File: config.mk
export PLATFORM = sky130hd
export DESIGN_NAME = gpio16_port
export DESIGN_NICKNAME = d
export VERILOG_FILES = /design/src/rtl/gpio16_pkg.sv /design/src/rtl/gpio_sync.sv /design/src/rtl/gpio_edge.sv /design/src/rtl/gpio_regs.sv /design/src/rtl/gpio16_port.sv
export SDC_FILE = /design/constraint.sdc
export NUM_CORES = 1
export LEC_CHECK = 0
export ABC_AREA = 1
export BUFFER_PORTS_ARGS = -buffer_cell sky130_fd_sc_hd__buf_2
export CELL_PAD_IN_SITES_DETAIL_PLACEMENT = 1
export CELL_PAD_IN_SITES_GLOBAL_PLACEMENT = 2
export CORE_ASPECT_RATIO = 2
export CORE_MARGIN = 1
export CORE_UTILIZATION = 37
export DETAILED_ROUTE_END_ITERATION = 10
export HOLD_SLACK_MARGIN = 0.1
export PLACE_DENSITY_LB_ADDON = 0.1
export SLEW_MARGIN = 20
export SYNTH_ARGS = -nofsm -noshare
export SYNTH_HDL_FRONTEND = slang
export SYNTH_SLANG_ARGS = --single-unit
File: constraint.sdc
create_clock -name clk_i -period 3.4 [get_ports clk_i]
set_input_delay 0.68 -clock clk_i [delete_from_list [all_inputs] [get_ports clk_i]]
set_output_delay 0.68 -clock clk_i [all_outputs]
set_load 0.01 [all_outputs]
File: src/rtl/gpio16_pkg.sv
package gpio16_pkg;
  localparam int unsigned ADDR_W = 8;

  localparam logic [ADDR_W-1:0] OFS_DIN  = 8'h00;
  localparam logic [ADDR_W-1:0] OFS_DOUT = 8'h04;
  localparam logic [ADDR_W-1:0] OFS_DIR  = 8'h08;
  localparam logic [ADDR_W-1:0] OFS_ESEL = 8'h0C;
  localparam logic [ADDR_W-1:0] OFS_MASK = 8'h10;
  localparam logic [ADDR_W-1:0] OFS_STAT = 8'h14;
  localparam logic [ADDR_W-1:0] OFS_PCTL = 8'h18;

  typedef enum logic [1:0] {
    SZ_BYTE = 2'd0,
    SZ_HALF = 2'd1,
    SZ_WORD = 2'd2
  } acc_size_e;
endpackage

File: src/rtl/gpio_sync.sv
module gpio_sync #(
  parameter int unsigned W = 16
) (
  input  logic         clk_i,
  input  logic         rst_ni,
  input  logic [W-1:0] d_i,
  output logic [W-1:0] q_o
);
  logic [W-1:0] meta_q, sync_q;

  always_ff @(posedge clk_i or negedge rst_ni) begin
    if (!rst_ni) begin
      meta_q <= '0;
      sync_q <= '0;
    end else begin
      meta_q <= d_i;
      sync_q <= meta_q;
    end
  end

  assign q_o = sync_q;
endmodule

File: src/rtl/gpio_edge.sv
module gpio_edge #(
  parameter int unsigned W = 16
) (
  input  logic         clk_i,
  input  logic         rst_ni,
  input  logic [W-1:0] lvl_i,
  input  logic [W-1:0] rise_sel_i,
  output logic [W-1:0] edge_o
);
  logic [W-1:0] prev_q;

  always_ff @(posedge clk_i or negedge rst_ni) begin
    if (!rst_ni) prev_q <= '0;
    else         prev_q <= lvl_i;
  end

  for (genvar i = 0; i < W; i++) begin : g_pin
    // select 1: rising, 0: falling
    assign edge_o[i] = rise_sel_i[i] ? (lvl_i[i] & ~prev_q[i])
                                     : (~lvl_i[i] & prev_q[i]);
  end
endmodule

File: src/rtl/gpio_regs.sv
module gpio_regs
  import gpio16_pkg::*;
#(
  parameter int unsigned W = 16
) (
  input  logic              clk_i,
  input  logic              rst_ni,
  input  logic              req_i,
  input  logic              we_i,
  input  logic [1:0]        size_i,
  input  logic [ADDR_W-1:0] addr_i,
  input  logic [W-1:0]      wdata_i,
  output logic [W-1:0]      rdata_o,
  input  logic [W-1:0]      level_i,
  input  logic [W-1:0]      set_i,
  output logic [W-1:0]      dir_o,
  output logic [W-1:0]      dout_o,
  output logic [W-1:0]      esel_o,
  output logic [W-1:0]      mask_o,
  output logic [W-1:0]      stat_o
);
  logic [W-1:0] dir_q, dout_q, esel_q, mask_q, stat_q, pctl_q;
  logic acc_ok, wr_en, rd_en;

  assign acc_ok = req_i && (size_i == SZ_HALF);
  assign wr_en  = acc_ok && we_i;
  assign rd_en  = acc_ok && !we_i;

  always_ff @(posedge clk_i or negedge rst_ni) begin
    if (!rst_ni) begin
      dir_q  <= '1;
      dout_q <= '0;
      esel_q <= '0;
      mask_q <= '1;
      pctl_q <= '1;
    end else if (wr_en) begin
      unique case (addr_i)
        OFS_DOUT: dout_q <= wdata_i;
        OFS_DIR:  dir_q  <= wdata_i;
        OFS_ESEL: esel_q <= wdata_i;
        OFS_MASK: mask_q <= wdata_i;
        OFS_PCTL: pctl_q <= wdata_i;
        default: ;
      endcase
    end
  end

  // new edges win over a clear in the same cycle
  always_ff @(posedge clk_i or negedge rst_ni) begin
    if (!rst_ni) stat_q <= '0;
    else if (wr_en && addr_i == OFS_STAT) stat_q <= (stat_q & ~wdata_i) | set_i;
    else stat_q <= stat_q | set_i;
  end

  always_comb begin
    rdata_o = '0;
    if (rd_en) begin
      unique case (addr_i)
        OFS_DIN:  rdata_o = level_i & pctl_q;
        OFS_DOUT: rdata_o = dout_q;
        OFS_DIR:  rdata_o = dir_q;
        OFS_ESEL: rdata_o = esel_q;
        OFS_MASK: rdata_o = mask_q;
        OFS_STAT: rdata_o = stat_q;
        OFS_PCTL: rdata_o = pctl_q;
        default:  rdata_o = '0;
      endcase
    end
  end

  assign dir_o  = dir_q;
  assign dout_o = dout_q;
  assign esel_o = esel_q;
  assign mask_o = mask_q;
  assign stat_o = stat_q;
endmodule

File: src/rtl/gpio16_port.sv
module gpio16_port
  import gpio16_pkg::*;
#(
  parameter int unsigned W = 16
) (
  input  logic              clk_i,
  input  logic              rst_ni,
  input  logic              req_i,
  input  logic              we_i,
  input  logic [1:0]        size_i,
  input  logic [ADDR_W-1:0] addr_i,
  input  logic [W-1:0]      wdata_i,
  output logic [W-1:0]      rdata_o,
  input  logic [W-1:0]      pin_in_i,
  output logic [W-1:0]      pin_out_o,
  output logic [W-1:0]      pin_oe_o,
  output logic              irq_o
);
  logic [W-1:0] lvl, edges, set, dir, dout, esel, mask, stat;

  gpio_sync #(.W(W)) u_sync (
    .clk_i (clk_i),
    .rst_ni(rst_ni),
    .d_i   (pin_in_i),
    .q_o   (lvl)
  );

  gpio_edge #(.W(W)) u_edge (
    .clk_i     (clk_i),
    .rst_ni    (rst_ni),
    .lvl_i     (lvl),
    .rise_sel_i(esel),
    .edge_o    (edges)
  );

  gpio_regs #(.W(W)) u_regs (
    .clk_i  (clk_i),
    .rst_ni (rst_ni),
    .req_i  (req_i),
    .we_i   (we_i),
    .size_i (size_i),
    .addr_i (addr_i),
    .wdata_i(wdata_i),
    .rdata_o(rdata_o),
    .level_i(lvl),
    .set_i  (set),
    .dir_o  (dir),
    .dout_o (dout),
    .esel_o (esel),
    .mask_o (mask),
    .stat_o (stat)
  );

  // only unmasked input pins may report
  assign set       = edges & dir & ~mask;
  assign pin_oe_o  = ~dir;
  assign pin_out_o = dout & ~dir;
  assign irq_o     = |stat;
endmodule

== Yosys cells after proc, flatten, opt, wreduce, memory -nomap -nowiden ==
Index checks and enable logic that the tools add are counted.

* Memories kept: 0
* Word-level logic and storage cells: 121
* Latch bits: 0
* Bits in writable memories: 0
* Input bits: 46
* Bits in registers: 144
* Output and inout port bits: 49
* Memory bits (read-only): 0

* Muxes and demuxes: 19
* Shifts and indexed selects: 0
* Reduce and logical (&&, ||, !) cells: 12
* $lt $le $gt $ge: 0
* Div/mod/pow operators: 0
* Multiply operators: 0
* Add/sub/neg operators: 0
* Equal/unequal tests: 7
* Bitwise logic cells: 74

{| class="wikitable"
|+ Operator list
! kind !! count
|-
| $pmux W16 S7 || 1
|-
| $and A16 B16 Y16 || 5
|-
| $not A16 Y16 || 3
|-
| $and A1 B1 Y1 || 32
|-
| $mux W16 || 2
|-
| $not A1 Y1 || 32
|-
| $or A16 B16 Y16 || 2
|-
| $eq A8 B5 Y1 const B || 3
|-
| $eq A8 B4 Y1 const B || 2
|-
| $mux W1 || 16
|-
| $reduce_or A16 Y1 || 1
|-
| $reduce_and A2 Y1 || 5
|-
| $eq A8 B3 Y1 const B || 1
|-
| $logic_not A8 Y1 || 1
|-
| $logic_and A1 B1 Y1 || 4
|-
| $eq A2 B1 Y1 const B || 1
|-
| $logic_not A1 Y1 || 1
|}

== Depth between registers and ports, before layout ==
* Word-level depth: 7
* Depth in mapped cells: 10
* Depth with buffers taken out: 9

== Cells and area by module ==
A second synthesis with hierarchy kept.

* Cells, all modules: 907
* Area, all modules: 7,053.0 um2

{| class="wikitable"
|+ Modules (own cells, without submodules)
! module !! cells an instance !! seq. area each (um2) !! area each (um2) !! instances
|-
| gpio_regs || 668 || 2,462.4 || 5,094.9 || 1
|-
| gpio_edge || 112 || 400.4 || 800.8 || 1
|-
| gpio_sync || 32 || 800.8 || 800.8 || 1
|-
| gpio16_port || 95 || 0.0 || 356.6 || 1
|}

== Worst setup path before layout ==
No wires, ideal clock.

* Path type: input to output
* From: in addr_i[0]
* To: out rdata_o[13]
* Required time: 2.720 ns
* Stages on the path: 8
* Buffers on the path: 1
* Setup slack: 1.103 ns
* Data arrival time: 1.617 ns
* Path through: inv_1 > nand2_4 > nor2_4 > buf_2 > nand3_1 > nand2_1 > nor2_1 > a21oi_1

* Longest elaborated chain between the ends: 3
* Elaborated cells between the ends (all ways): 9
* Those cells by class: 6 x eq/ne; 2 x mux; 1 x reduce/logical

{| class="wikitable"
|+ RTL lines
! what !! RTL line !! source
|-
| start: declaration || gpio16_port.sv:11 || <nowiki>input logic [ADDR_W-1:0] addr_i,</nowiki>
|-
| $eq A8 B5 Y1 (tied with other cells) || gpio_regs.sv:58 || <nowiki>unique case (addr_i)</nowiki>
|-
| $pmux W16 S7 * || gpio_regs.sv:58 ||
|-
| $mux W16 * || gpio_regs.sv:57 || <nowiki>if (rd_en) begin</nowiki>
|-
| end: declaration || gpio16_port.sv:13 || <nowiki>output logic [W-1:0] rdata_o,</nowiki>
|}

Every way passes the cells marked *; elsewhere a longest branch is shown, timed or not.

== Worst setup path in the final report ==
* From: in addr_i[5]
* To: out rdata_o[8]

The elaborated chain is that of the path after synthesis.

==> impl_metrics.ini <==
[clock_tree]
clock_latency_ps = 420
cts_sinks = 144
numCtsBuffers = 17
clockRootBuffer = clkbuf_16
cts_tree = built
htree_num_levels = 4
cts_resized = 0
clk_pin_slew_ps = 60
holdBufCountCts = 0
cts_setup_buffers = 0
cts_buffer_depth = 2

[setup_path]
cp-end-kind = output pin
cp.required_ps = 2720
r2r-start = u_regs.dir_o[3]
slowest_stage = buf_4
cp-startpoint = addr_i[5]
cp-start-kind = input pin
critPathTopFamily = buffers and inverters
worstPathArrival_ps = 2260
critPathKind = in2out
cp_num_buf_inv = 4
crit_chain = buf_2 > nor2_2 > nand2_2 > inv_4 > buf_4 > nand3_1 > nand2_1 > nor2_1 > a21oi_1 > buf_2
crit_path_frequent_cell = buf_2
max_stage_delay_ps = 300
crit_fanout = 21

[floorplan]
dieArea_mm2 = 0.0188
fp-row-count = 69
ios = 95
die_h_um = 193
core_mm2 = 0.0178
dieWidth_um = 97.5
start_util_pct = 38.0

[logic_synthesis]
post-synth-top-area-cell = dfrtp_1
synth_top_area_share_pct = 35.6
netlist_area_mm2 = 0.00675
ys_top_cells_by_area = dfrtp_1 36%, dfstp_2 19%, nand2_1 12%, nand3_1 6.6%, inv_1 5.4%
syn_nets = 863
ys_warn_count = 0
synth_cells = 817
synth.ff_latch_count = 144
ys_types = 29
synth_area_per_cell_um2 = 8.27
ys_seq_area_share_pct = 54.3

[grt]
antenna_found_initial = 0
grt_pass1_wl_mm = 33.7
grt_overflow_total = 0
track_usage_pct = 23.5
grt_pass1_vias = 6367
grt_max_degree = 64

[finish]
diodes = 0
fillCellCount = 2182
layout.nets = 961
area_growth_pct = 20.1
final_layout_size_suffix_gt1_share_pct = 23.1

[detailed_routing]
drt_iter0_drc = 210
drt-met1-wl_mm = 8.53
met3_length_um = 472
top_layer = met4
dr.pass1.iters = 4
postRouteAntennaNets = 0
viasPerCell = 5.12
drc_errors = 0
wirelength_mm = 21.1
wl_per_cell_um = 18.5
vias = 5828
wl_met2_mm = 11.7

[place]
gp_congestion = 0.767
io_buffers = 94
hpwl_mm = 14.5

[timing]
slew_headroom_pct = 46.2
min_period_ps = 2940
finalHoldViolations = 0
timing.hold.ws_ps = 205
setup_tns_ps = 0
tightest_slew_ps = 804
finalSetupViolCount = 0
timing.fmax_ghz = 0.340
skew_ps = 6.73
slew_violations = 0
rsz0062_at_grt = no
fin_crit_sh_pct = 86.5

[power]
power_density_mw_per_mm2 = 496
leakagePower_nw = 3.73
peakVddDrop_mv = 0.516

[outcome]
outcome = completed

[hold_path]
min_path_type = in2async

[flow_run]
drv_cap = 0
[metal layers]
layer / vias to the layer above / global-route usage (%)
met5: - / 0
met2: 102 / 44.6
met4: 0 / 8.09
li1: 2800 / -
met3: 20 / 3.06
met1: 2906 / 26.9
[worst register-to-register path, delay by kind of cell (launching register included)]
kind                   cells  cell delay [ps]
and+or+nand+nor            3              390
buffers and inverters      1               70
DFF                        1              560
[report_power, final]
group,internal [mW],leakage (nW),switching (mW)
logic,0.0496,1.86,0.120
clock network,1.35,0.314,0.715
registers,1.76,1.56,0.0287
[worst paths after layout]
| check | to | slack, ps | depth (start not counted) |
|---|---|---|---|
| max in group asynchronous | u_regs.mask_o[12] | 2360 | 2 |
| worst min register to register | u_sync.q_o[12] | 350 | 0 |
| worst max register to register | u_regs.stat_o[3] | 2330 | 4 |
| min in group clk_i | u_sync.q_o[12] | 350 | 0 |
| worst max-delay path | rdata_o[8] | 460 | 10 |
| worst min-delay path | u_regs.dout_o[14] | 200 | 1 |
[state kept, by name, indices dropped and copies added (netlist names)]
register       flops
u_sync.meta_q     16
u_edge.prev_q     16
u_regs.mask_o     16
u_regs.pctl_q     16
u_regs.esel_o     16
u_regs.dir_o      16
u_sync.q_o        16
u_regs.stat_o     16
u_regs.dout_o     16
[per-stage QoR]
step                instance area, um^2  std cells  power [mW]  util [%]  setup WS, ps
detailed placement                 7460       1109        1.99      41.9           485
finish                             8110       1139        4.02      45.6           457
floorplan                          6750        817        1.88         -          1100
CTS                                8110       1139        4.08      45.6           475
global route                       8110       1139        4.16      45.6           383
global placement                   7460       1109        1.98      41.9           509
[layout by cell type, fill, tap and decap left out, types with 3 or more instances in the layout]
cell type	count
nand2_1	207
inv_1	98
dfrtp_1	96
buf_2	93
nand3_1	89
o21ai_0	64
nor2_1	60
o21ai_1	48
dfstp_2	48
a21oi_1	26
clkbuf_16	17
nor3_1	16
buf_4	14
nor2_4	6
nand2_2	5
bufinv_16	5
nor4_1	4
nand3_2	3
clkbuf_8	3
buf_12	3
[kinds of logic (layout without fill, tap and decap cells)]
logic type             Yosys count  in the layout  share of synthesized area, %
AO/OA/AOI/OAI                  139            139                          10.4
flip-flops                     144            144                          54.3
AND/OR/NAND/NOR                400            400                          26.7
buffers and inverters          134            243                          8.71
[area by class of cell]
type                    instances  area, um^2  area share [%]
flip-flops and latches        144        3660            45.2
multi-input cells             539        2500            30.8
repair buffers                111         642            7.92
clock buffers                  20         467            5.76
inverters                     102         385            4.75
well taps                     213         267            3.29
clock inverters                10         184            2.27
[cells in the mapped netlist]
cell type	n
o21ai_2	1
and3_1	1
buf_2	15
buf_6	5
buf_4	7
nand2_1	207
nand3_2	3
nand4_1	2
clkbuf_1	5
o21ai_0	64
nor4_1	4
nor2_2	2
nand3_4	1
dfrtp_1	96
nand2_4	1
nor2_4	6
dfstp_2	48
inv_1	98
inv_4	1
nor2_8	2
nor2_1	60
inv_2	2
o21ai_1	48
nand2_2	5
clkinv_1	1
nand3b_4	1
nor3_1	16
nand3_1	89
a21oi_1	26
Note: power is estimated with default switching activity, not from simulation.
